File: src/rtl/cfgw_pkg.sv
package cfgw_pkg;

  typedef enum logic [3:0] {
    S_IDLE,
    S_OPEN0,
    S_OPEN1,
    S_OPENMAP,
    S_ACC,
    S_RDBK,
    S_CLOSE1,
    S_CLOSEMAP,
    S_CLOSE0
  } seq_state_e;

  // translator register selects
  localparam logic [1:0] SEL_W0_BASE = 2'd0;
  localparam logic [1:0] SEL_W1_BASE = 2'd1;
  localparam logic [1:0] SEL_W1_MAP  = 2'd2;

  // window size codes
  localparam logic [3:0] SZ_16M  = 4'd4;
  localparam logic [3:0] SZ_256M = 4'd8;
  localparam logic [3:0] SZ_512M = 4'd9;

  // map cycle kinds
  localparam logic [2:0] MAP_T_CFG      = 3'd5;
  localparam logic [2:0] MAP_T_MEMMULTI = 3'd6;

  localparam logic [1:0] SIZE_BAD = 2'd3;

  // base word: address bits 31:20, size code 7:4, enable bit 0
  function automatic logic [31:0] base_word(input logic [11:0] hi, input logic [3:0] size_code);
    base_word = {hi, 12'h000, size_code, 3'b000, 1'b1};
  endfunction

  // map word: bus address bits 31:20, kind 3:1, low-address-enable bit 0
  function automatic logic [15:0] map_word(input logic [11:0] hi, input logic [2:0] kind, input logic low_en);
    map_word = {hi, kind, low_en};
  endfunction

endpackage

File: src/rtl/cfgw_addr_form.sv
module cfgw_addr_form
  import cfgw_pkg::*;
#(
  parameter int          FIELD_W      = 10,
  parameter int          FIELD_MAX    = 255,
  parameter logic [31:0] CFG_WIN_BASE = 32'h6100_0000
) (
  input  logic [FIELD_W-1:0] bus,
  input  logic [FIELD_W-1:0] devfn,
  input  logic [FIELD_W-1:0] offset,
  input  logic [1:0]         size,
  output logic               legal,
  output logic [31:0]        addr,
  output logic [15:0]        map
);

  localparam logic [FIELD_W-1:0] LIM = FIELD_W'(FIELD_MAX);
  localparam int SLOT_SPLIT = 12;
  localparam int DEV_LO     = 11;
  localparam int MAP_SHIFT  = 5;

  logic [4:0]  slot;
  logic [2:0]  func;
  logic [31:0] slot_w;
  logic [31:0] dev_off;
  logic [15:0] map_sel;

  assign slot   = devfn[7:3];
  assign func   = devfn[2:0];
  assign slot_w = {27'd0, slot};

  always_comb begin
    legal   = (bus <= LIM) && (devfn <= LIM) && (offset <= LIM) && (size != SIZE_BAD);
    map_sel = 16'd1 << (slot - 5'(MAP_SHIFT));
    if (bus == '0) begin
      // type-0: one-hot select split between address and map
      dev_off = {21'd0, func, 8'd0};
      if (slot_w <= 32'(SLOT_SPLIT)) begin
        dev_off = dev_off | (32'd1 << (slot_w + 32'(DEV_LO)));
        map     = map_word(12'h000, MAP_T_CFG, 1'b0);
      end else begin
        map     = map_word(12'h000, MAP_T_CFG, 1'b0) | map_sel;
      end
    end else begin
      // type-1: bus and devfn in the address, low bits passed through
      dev_off = {8'd0, bus[7:0], devfn[7:0], 8'd0};
      map     = map_word(12'h000, MAP_T_CFG, 1'b1);
    end
    addr = CFG_WIN_BASE + dev_off + {24'd0, offset[7:0]};
  end

endmodule

File: src/rtl/cfgw_seq_fsm.sv
module cfgw_seq_fsm
  import cfgw_pkg::*;
(
  input  logic       clk,
  input  logic       rst_n,
  input  logic       start,
  input  logic       legal,
  input  logic       is_write,
  input  logic       acc_ready,
  output seq_state_e state,
  output logic       done,
  output logic       err
);

  seq_state_e state_d;
  logic       done_d;
  logic       err_d;

  always_comb begin
    state_d = state;
    done_d  = 1'b0;
    err_d   = 1'b0;
    unique case (state)
      S_IDLE: begin
        if (start) begin
          if (legal) begin
            state_d = S_OPEN0;
          end else begin
            done_d = 1'b1;
            err_d  = 1'b1;
          end
        end
      end
      S_OPEN0:    state_d = S_OPEN1;
      S_OPEN1:    state_d = S_OPENMAP;
      S_OPENMAP:  state_d = S_ACC;
      S_ACC: begin
        if (acc_ready) state_d = is_write ? S_RDBK : S_CLOSE1;
      end
      S_RDBK: begin
        if (acc_ready) state_d = S_CLOSE1;
      end
      S_CLOSE1:   state_d = S_CLOSEMAP;
      S_CLOSEMAP: state_d = S_CLOSE0;
      S_CLOSE0: begin
        state_d = S_IDLE;
        done_d  = 1'b1;
      end
      default:    state_d = S_IDLE;
    endcase
  end

  always_ff @(posedge clk or negedge rst_n) begin
    if (!rst_n) begin
      state <= S_IDLE;
      done  <= 1'b0;
      err   <= 1'b0;
    end else begin
      state <= state_d;
      done  <= done_d;
      err   <= err_d;
    end
  end

endmodule

File: src/rtl/cfgw_port_drive.sv
module cfgw_port_drive
  import cfgw_pkg::*;
#(
  parameter int          DATA_W          = 32,
  parameter logic [31:0] MEM_WIN_BASE    = 32'h4000_0000,
  parameter logic [31:0] MEM_WIN_SPAN    = 32'h1000_0000,
  parameter logic [31:0] CFG_WIN_BASE    = 32'h6100_0000,
  parameter logic [31:0] PREMEM_BUS_BASE = 32'h1000_0000
) (
  input  seq_state_e        state,
  input  logic [31:0]       lat_addr,
  input  logic [15:0]       lat_map,
  input  logic              lat_write,
  input  logic [1:0]        lat_size,
  input  logic [DATA_W-1:0] lat_wdata,
  output logic              reg_we,
  output logic [1:0]        reg_sel,
  output logic [31:0]       reg_wdata,
  output logic              acc_valid,
  output logic              acc_write,
  output logic [31:0]       acc_addr,
  output logic [1:0]        acc_size,
  output logic [DATA_W-1:0] acc_wdata
);

  localparam logic [31:0] PREMEM_LOCAL = MEM_WIN_BASE + MEM_WIN_SPAN;
  localparam logic [31:0] W0_WIDE      = base_word(MEM_WIN_BASE[31:20], SZ_512M);
  localparam logic [31:0] W0_NORMAL    = base_word(MEM_WIN_BASE[31:20], SZ_256M);
  localparam logic [31:0] W1_CFG       = base_word(CFG_WIN_BASE[31:20], SZ_16M);
  localparam logic [31:0] W1_NORMAL    = base_word(PREMEM_LOCAL[31:20], SZ_256M);
  localparam logic [15:0] MAP_PREMEM   = map_word(PREMEM_BUS_BASE[31:20], MAP_T_MEMMULTI, 1'b0);

  always_comb begin
    reg_we    = 1'b1;
    reg_sel   = SEL_W0_BASE;
    reg_wdata = '0;
    unique case (state)
      S_OPEN0:    begin reg_sel = SEL_W0_BASE; reg_wdata = W0_WIDE;              end
      S_OPEN1:    begin reg_sel = SEL_W1_BASE; reg_wdata = W1_CFG;               end
      S_OPENMAP:  begin reg_sel = SEL_W1_MAP;  reg_wdata = {16'h0000, lat_map};   end
      S_CLOSE1:   begin reg_sel = SEL_W1_BASE; reg_wdata = W1_NORMAL;            end
      S_CLOSEMAP: begin reg_sel = SEL_W1_MAP;  reg_wdata = {16'h0000, MAP_PREMEM}; end
      S_CLOSE0:   begin reg_sel = SEL_W0_BASE; reg_wdata = W0_NORMAL;            end
      default:    reg_we = 1'b0;
    endcase
  end

  always_comb begin
    acc_valid = (state == S_ACC) || (state == S_RDBK);
    acc_write = (state == S_ACC) && lat_write;
    acc_addr  = lat_addr;
    acc_size  = lat_size;
    acc_wdata = lat_wdata;
  end

endmodule

File: src/rtl/cfg_window_seq.sv
module cfg_window_seq
  import cfgw_pkg::*;
#(
  parameter int          FIELD_W         = 10,
  parameter int          DATA_W          = 32,
  parameter logic [31:0] MEM_WIN_BASE    = 32'h4000_0000,
  parameter logic [31:0] MEM_WIN_SPAN    = 32'h1000_0000,
  parameter logic [31:0] CFG_WIN_BASE    = 32'h6100_0000,
  parameter logic [31:0] PREMEM_BUS_BASE = 32'h1000_0000
) (
  input  logic               clk,
  input  logic               rst_n,
  input  logic               req_valid,
  input  logic               req_write,
  input  logic [FIELD_W-1:0] req_bus,
  input  logic [FIELD_W-1:0] req_devfn,
  input  logic [FIELD_W-1:0] req_offset,
  input  logic [1:0]         req_size,
  input  logic [DATA_W-1:0]  req_wdata,
  output logic               busy,
  output logic               done,
  output logic               err,
  output logic [DATA_W-1:0]  rdata,
  output logic               reg_we,
  output logic [1:0]         reg_sel,
  output logic [31:0]        reg_wdata,
  output logic               acc_valid,
  output logic               acc_write,
  output logic [31:0]        acc_addr,
  output logic [1:0]         acc_size,
  output logic [DATA_W-1:0]  acc_wdata,
  input  logic               acc_ready,
  input  logic [DATA_W-1:0]  acc_rdata
);

  logic [1:0]        rst_pipe;
  logic              rst_core_n;
  seq_state_e        state;
  logic              start;
  logic              accept;
  logic              legal;
  logic [31:0]       form_addr;
  logic [15:0]       form_map;
  logic [31:0]       lat_addr;
  logic [15:0]       lat_map;
  logic              lat_write;
  logic [1:0]        lat_size;
  logic [DATA_W-1:0] lat_wdata;

  // asynchronous assert, synchronous release
  always_ff @(posedge clk or negedge rst_n) begin
    if (!rst_n) rst_pipe <= 2'b00;
    else        rst_pipe <= {rst_pipe[0], 1'b1};
  end
  assign rst_core_n = rst_pipe[1];

  assign busy   = (state != S_IDLE);
  assign start  = req_valid && !busy;
  assign accept = start && legal;

  cfgw_addr_form #(
    .FIELD_W      (FIELD_W),
    .FIELD_MAX    (255),
    .CFG_WIN_BASE (CFG_WIN_BASE)
  ) u_form (
    .bus    (req_bus),
    .devfn  (req_devfn),
    .offset (req_offset),
    .size   (req_size),
    .legal  (legal),
    .addr   (form_addr),
    .map    (form_map)
  );

  always_ff @(posedge clk or negedge rst_core_n) begin
    if (!rst_core_n) begin
      lat_addr  <= '0;
      lat_map   <= '0;
      lat_write <= 1'b0;
      lat_size  <= '0;
      lat_wdata <= '0;
    end else if (accept) begin
      lat_addr  <= form_addr;
      lat_map   <= form_map;
      lat_write <= req_write;
      lat_size  <= req_size;
      lat_wdata <= req_wdata;
    end
  end

  always_ff @(posedge clk or negedge rst_core_n) begin
    if (!rst_core_n)                  rdata <= '0;
    else if (acc_valid && acc_ready)  rdata <= acc_rdata;
  end

  cfgw_seq_fsm u_fsm (
    .clk       (clk),
    .rst_n     (rst_core_n),
    .start     (start),
    .legal     (legal),
    .is_write  (lat_write),
    .acc_ready (acc_ready),
    .state     (state),
    .done      (done),
    .err       (err)
  );

  cfgw_port_drive #(
    .DATA_W          (DATA_W),
    .MEM_WIN_BASE    (MEM_WIN_BASE),
    .MEM_WIN_SPAN    (MEM_WIN_SPAN),
    .CFG_WIN_BASE    (CFG_WIN_BASE),
    .PREMEM_BUS_BASE (PREMEM_BUS_BASE)
  ) u_drive (
    .state     (state),
    .lat_addr  (lat_addr),
    .lat_map   (lat_map),
    .lat_write (lat_write),
    .lat_size  (lat_size),
    .lat_wdata (lat_wdata),
    .reg_we    (reg_we),
    .reg_sel   (reg_sel),
    .reg_wdata (reg_wdata),
    .acc_valid (acc_valid),
    .acc_write (acc_write),
    .acc_addr  (acc_addr),
    .acc_size  (acc_size),
    .acc_wdata (acc_wdata)
  );

endmodule

File: config.mk
export PLATFORM = sky130hd
export DESIGN_NAME = cfg_window_seq
export DESIGN_NICKNAME = d
export VERILOG_FILES = /design/src/rtl/cfgw_pkg.sv /design/src/rtl/cfgw_addr_form.sv /design/src/rtl/cfgw_seq_fsm.sv /design/src/rtl/cfgw_port_drive.sv /design/src/rtl/cfg_window_seq.sv
export SDC_FILE = /design/constraint.sdc
export NUM_CORES = 1
export LEC_CHECK = 0
export ABC_AREA = 1
export BUFFER_PORTS_ARGS = -buffer_cell sky130_fd_sc_hd__buf_4
export CORE_ASPECT_RATIO = 0.5
export CORE_MARGIN = 3
export CORE_UTILIZATION = 30
export DETAILED_ROUTE_END_ITERATION = 10
export PLACE_DENSITY = 0.56
export SYNTH_ARGS = -nofsm -noshare
export SYNTH_HDL_FRONTEND = slang
export SYNTH_SLANG_ARGS = --single-unit
File: constraint.sdc
create_clock -name clk -period 4 [get_ports clk]
set_input_delay 0.8 -clock clk [delete_from_list [all_inputs] [get_ports clk]]
set_output_delay 0.8 -clock clk [all_outputs]
set_load 0.02 [all_outputs]
Word level (Yosys, flattened, before mapping)
Cells that the tools add are included.
{"block": "op_classes", "add_sub_neg": 4, "n_lt_le_gt_ge": 4, "eq_ne": 13, "shift": 2, "muxes": 17, "n_bitwise": 1, "n_reduce_logical": 16}
{"cell": "case mux 31 bit (6 select lines)", "n": 1}
{"cell": "two-way mux 32 bit", "n": 2}
{"cell": "adder 31 x 32 -> 32 bit, first input constant", "n": 1}
{"cell": "adder 32 x 8 -> 32 bit", "n": 1}
{"cell": "two-way mux 16 bit", "n": 2}
{"cell": "bitwise OR 11 x 32 -> 32 bit", "n": 1}
{"cell": "case mux 4 bit (8 select lines)", "n": 1}
{"cell": "left shift 1 x 32 -> 32 bit, first input constant", "n": 1}
{"cell": "less-or-equal comparator 10 x 8 -> 1 bit, second input constant", "n": 3}
{"cell": "== test 4 x 3 -> 1 bit, second input constant", "n": 4}
{"cell": "two-way mux 4 bit", "n": 4}
{"cell": "left shift 1 x 5 -> 16 bit, first input constant", "n": 1}
{"cell": "zero test 10 bit", "n": 1}
{"cell": "!= test 2 bit, second input constant", "n": 5}
{"cell": "== test 4 x 2 -> 1 bit, second input constant", "n": 2}
{"cell": "logical AND 1 bit", "n": 7}
{"cell": "adder 5 x 4 -> 6 bit, second input constant", "n": 1}
{"cell": "OR reduction 6 bit", "n": 1}
{"cell": "less-or-equal comparator 5 x 4 -> 1 bit, second input constant", "n": 1}
{"cell": "subtractor 5 x 3 -> 5 bit, second input constant", "n": 1}
{"cell": "== test 4 x 1 -> 1 bit, second input constant", "n": 1}
{"cell": "== test 4 bit, second input constant", "n": 1}
{"cell": "zero test 4 bit", "n": 1}
{"cell": "two-way mux 1 bit", "n": 4}
{"cell": "other kinds (8)", "n": 9}
{"block": "word_totals", "regBits": 123, "inputBits": 101, "out_inout_bits": 138, "elab_cells": 67}

Longest topological paths before layout
{"block": "depth", "ltp_word": 7, "ltp_mapped": 13, "ltp_nobuf": 13}

Modules after synthesis
From an unflattened synthesis, not the netlist that was laid out.
{"block": "hier_totals", "hier_cells": 937, "hier_area_um2": 7255.7}
{"module": "cfg_window_seq", "instances": 1, "cells_each": 508, "area_per_inst_um2": 4623.2, "seq_area_each_um2": 2927.8}
{"module": "cfgw_addr_form", "instances": 1, "cells_each": 249, "area_per_inst_um2": 1467.7, "seq_area_each_um2": 0.0}
{"module": "cfgw_port_drive", "instances": 1, "cells_each": 141, "area_per_inst_um2": 857.1, "seq_area_each_um2": 0.0}
{"module": "cfgw_seq_fsm", "instances": 1, "cells_each": 39, "area_per_inst_um2": 307.8, "seq_area_each_um2": 150.1}

Worst setup path after synthesis
No wires, ideal clock.
{"block": "synth_path", "path_type": "input port to flip-flop", "start": "in req_devfn[9]", "end": "reg lat_map[15]", "t_arrival_ns": 1.953, "slack_ns": 1.917, "path_stages": 7, "path_cell_list": "or2_1 nor4_2 nand2_2 inv_2 buf_6 buf_4 o32ai_1"}
{"block": "synth_via", "elab_chain_len": 5}
{"element": "start, declared", "line": "cfg_window_seq.sv:16", "text": "input logic [FIELD_W-1:0] req_devfn,"}
{"element": "less-or-equal comparator 10 x 8 -> 1 bit", "line": "cfgw_addr_form.sv:33", "text": "legal = (bus <= LIM) && (devfn <= LIM) && (offset <= LIM) && (size != SIZE_BAD);"}
{"element": "logical AND 1 bit (3 in series)", "line": "cfgw_addr_form.sv:33"}
{"element": "logical AND 1 bit", "line": "cfg_window_seq.sv:59", "text": "assign accept = start && legal;"}
{"element": "end signal, assigned", "line": "cfg_window_seq.sv:84", "text": "lat_map <= form_map;"}
{"element": "end, declared", "line": "cfg_window_seq.sv:45", "text": "logic [15:0] lat_map;"}
No other way between the ends.
A chain may end at the register's enable or synchronous reset.

Worst setup path after layout
{"block": "layout_path", "start": "reg u_fsm.state[1]", "end": "out reg_wdata[0]"}
{"block": "layout_via", "elab_chain_len": 2, "word_cells_on_any_way": 7}
{"element": "start, declared", "line": "cfgw_seq_fsm.sv:10", "text": "output seq_state_e state,"}
{"element": "start signal, assigned", "line": "cfgw_seq_fsm.sv:59", "text": "state <= state_d;"}
{"element": "== test 4 bit, or another cell as far along", "line": "cfgw_port_drive.sv:37", "text": "unique case (state)"}
{"element": "case mux 31 bit (6 select lines) (*)", "line": "cfgw_port_drive.sv:37"}
{"element": "end, declared", "line": "cfg_window_seq.sv:26", "text": "output logic [31:0] reg_wdata,"}
Mark *: on every way between the ends. The rest lies on a longest branch, timed or not.

==> results_dict.tcl <==
set metrics [dict create \
    syn_inst 685 \
    cts_resized 0 \
    fmax_ghz 0.370 \
    grt_usage_pct 15.9 \
    fin_cells 1193 \
    synthTopCellsByCount "214 x nand2_1, 122 x dfrtp_1, 50 x inv_1, 50 x nor2_1" \
    synth_edf_count 0 \
    crit_type "reg -> out" \
    slew-limit-headroom_pct 37.2 \
    timing.rr.start "u_fsm.state[3]" \
    setup_viol 0 \
    maxCapViolations 0 \
    critPathLaunchType "flop" \
    clkTransAtPathRegs_ps 60 \
    arrival_ps 1900 \
    reg2reg_to "lat_map[14]" \
    cts_tree "yes" \
    via_per_inst 4.45 \
    slew_violations 0 \
    synth_area_leaders "dfrtp_1 51%, nand2_1 13%, mux2_2 5.8%, inv_1 3.1%, nor2_1 3.1%" \
    synthesis.area_sq_mm 0.00601 \
    fin_worst_skew_ps 5.21 \
    fin_crit_sh_pct 67.6 \
    grt_max_degree 73 \
    setup-tns-final_ps 0 \
    wl_per_cell_um 14.8 \
    synth_cell_types 46 \
    power.switching_uw 1840 \
    rsz0062_at_grt "false" \
    clock_sinks 122 \
    grt_pass1_vias 5093 \
    grt_overflow 0 \
    yosys.area.top_type_share_pct 50.8 \
    antenna_found_initial 0 \
    vias 5311 \
    core_area_sq_mm 0.0190 \
    final.min_clock_period_ps 2700 \
    hold_buffers 0 \
    post_cts_buffers 0 \
    p_leak_uw 0.00458 \
    p_clk_share_pct 29.9 \
    drtIter0Drc 409 \
    hold_viol 0 \
    worstPathMaxFanout 6 \
    dieArea_sq_mm 0.0219 \
    synth-main-ff-cell "dfrtp_1" \
    firstDrtPassIters 5 \
    fp-row-count 35 \
    hp-class "in -> async" \
    wl_mm 17.7 \
    endpoint_kind "primary output" \
    worstSkewPairLatency_ps 400 \
    place.detailed.hpwl_mm 13.4 \
    synth_area_leader_cell "dfrtp_1" \
    combPwrFrac_pct 36.9 \
    ios 239 \
    die_width_um 206 \
    cts_buffers 17 \
    required_ps 3200 \
    nNetsFinal 1031 \
    ant_nets 0 \
    worstMarginPinSlew_ps 942 \
    portBuffers 226 \
    syn_to_final_growth_pct 42.0 \
    placed_cells 1161 \
    layout-drive-gt1-share_pct 36.4 \
    drc 0 \
    seqPwrFrac_pct 33.2 \
    die_h_um 106 \
    ff2ff_path_depth 10 \
    netSwitchingFraction_pct 35.2 \
    avgSynthCellArea_sq_um 8.78 \
    ctsLongestPathBuffers 2 \
    status "completed" \
    cellInternalPower_uw 3390 \
    n_antenna_cell 0 \
    ys_ff_latch 122 \
    max-vdd-ir-drop_mv 0.235 \
    powerDensity_mw_per_mm2 612 \
    cts_root_buf "clkbuf_16" \
    yosys_warnings 0 \
    ff2ff_setup_slack_ps 1670 \
    async_flop_share_pct 100 \
    grt_first_pass_wirelength_mm 27.3 \
    synth.most_common_cell "nand2_1" \
    gp_congestion 0.856 \
    seq_area_frac_synth_pct 50.8 \
    htree_levels 4 \
    start_util_pct 31.6 \
]
==> final cells by class <==
class                           count  area [sq um]
Timing Repair Buffer              231          1750
Clock buffer                       21           450
Tap cell                          259           324
Clock inverter                     11           145
Sequential cell                   122          3060
Fill cell                        1894         10500
Multi-Input combinational cell    487          2580
Inverter                           62           233
==> how the worst max path moves through the flow <==
stage              startpoint      endpoint  slack (ps)  cells after the start
6_report       u_fsm.state[1]  reg_wdata[0]        1300                      7
5_1_grt        u_fsm.state[1]  reg_wdata[0]        1100                      7
3_3_place_gp       req_bus[9]   lat_map[10]        1180                      9
3_5_place_dp       req_bus[9]   lat_map[14]        1140                      9
4_1_cts        u_fsm.state[1]  reg_wdata[0]        1290                      7
2_1_floorplan     rst_pipe[1]   lat_addr[0]         350                      0
==> cells in the final DEF (no fill, tap or decap), types with 2 or more instances in the layout <==
cell | synthesis | layout
nand2_1 | 214 | 214
o32ai_1 | 2 | 2
or2_2 | 4 | 4
nand4_1 | 15 | 15
bufinv_16 | 0 | 3
nor2_1 | 50 | 50
dfrtp_1 | 122 | 121
ha_1 | 8 | 8
nand3_2 | 4 | 4
inv_2 | 11 | 11
o21a_1 | 2 | 2
clkinv_2 | 0 | 3
a21oi_1 | 14 | 14
o21ai_1 | 9 | 9
clkbuf_16 | 0 | 17
o22ai_1 | 8 | 8
nor2_4 | 4 | 4
conb_1 | 2 | 22
inv_1 | 50 | 50
o21ai_0 | 14 | 14
nor3_1 | 9 | 9
nor2_2 | 5 | 5
xor2_1 | 4 | 4
buf_4 | 17 | 230
mux2_2 | 31 | 31
nand3_1 | 31 | 31
clkinvlp_4 | 0 | 3
nand2_2 | 14 | 14
clkbuf_1 | 8 | 3
xnor2_1 | 6 | 6
==> power groups by stage <==
| stage | Clock, uW | Combinational, uW | Sequential, uW |
|---|---|---|---|
| floorplan | 0 | 765 | 2070 |
| global placement | 0 | 1930 | 1750 |
| detailed placement | 0 | 1950 | 1760 |
| CTS | 1600 | 1950 | 1740 |
| global route | 1670 | 2090 | 1770 |
| finish | 1560 | 1930 | 1730 |
==> through the flow <==
| stage | hold WS, ps | setup WS, ps | instance area (sq um) | util [%] | total power (uW) |
|---|---|---|---|---|---|
| global placement | 336 | 1180 | 7940 | 41.8 | 3680 |
| finish | 167 | 1300 | 8540 | 44.9 | 5220 |
| global route | 134 | 1100 | 8540 | 44.9 | 5540 |
| CTS | 149 | 1290 | 8540 | 44.9 | 5290 |
| floorplan | 331 | 349 | 6090 | - | 2830 |
| detailed placement | 339 | 1140 | 7940 | 41.8 | 3700 |
==> worst max-delay path, stage by stage, from the launching register on <==
cell	delay, ps
dfrtp_1	440
inv_1	100
nor2_1	40
inv_1	120
nor2_1	80
nor3_1	390
nand2_1	150
buf_4	190
==> kinds of logic (layout without fill, tap and decap cells) <==
group | Yosys count | in the layout | synth area share, %
flops | 122 | 122 | 50.8
xor+xnor | 10 | 10 | 1.46
compound gates | 57 | 57 | 5.53
mux | 32 | 32 | 5.99
fa+ha+maj | 9 | 9 | 2.00
buf+inv | 96 | 325 | 7.55
other cells | 2 | 22 | 0.125
simple gates | 357 | 357 | 26.6
==> flip-flops by register name, summed over array words and instances (netlist names) <==
register	flops
lat_wdata	32
u_fsm.state	4
lat_write	1
lat_size	2
u_fsm.err	1
rdata	32
lat_addr	32
rst_pipe	2
lat_map	15
u_fsm.done	1
==> routing by layer <==
| layer | track usage (%) | routed length (um) | share of wire, % | vias to the layer above |
|---|---|---|---|---|
| met5 | 0 | 0 | 0 | - |
| met4 | 4.55 | 267 | 1.5 | 0 |
| met3 | 3.95 | 877 | 5.0 | 19 |
| met2 | 26.3 | 8510 | 48 | 137 |
| met1 | 20.7 | 8000 | 45 | 2498 |
| li1 | - | - | - | 2657 |
(Power assumes the default switching activity.)
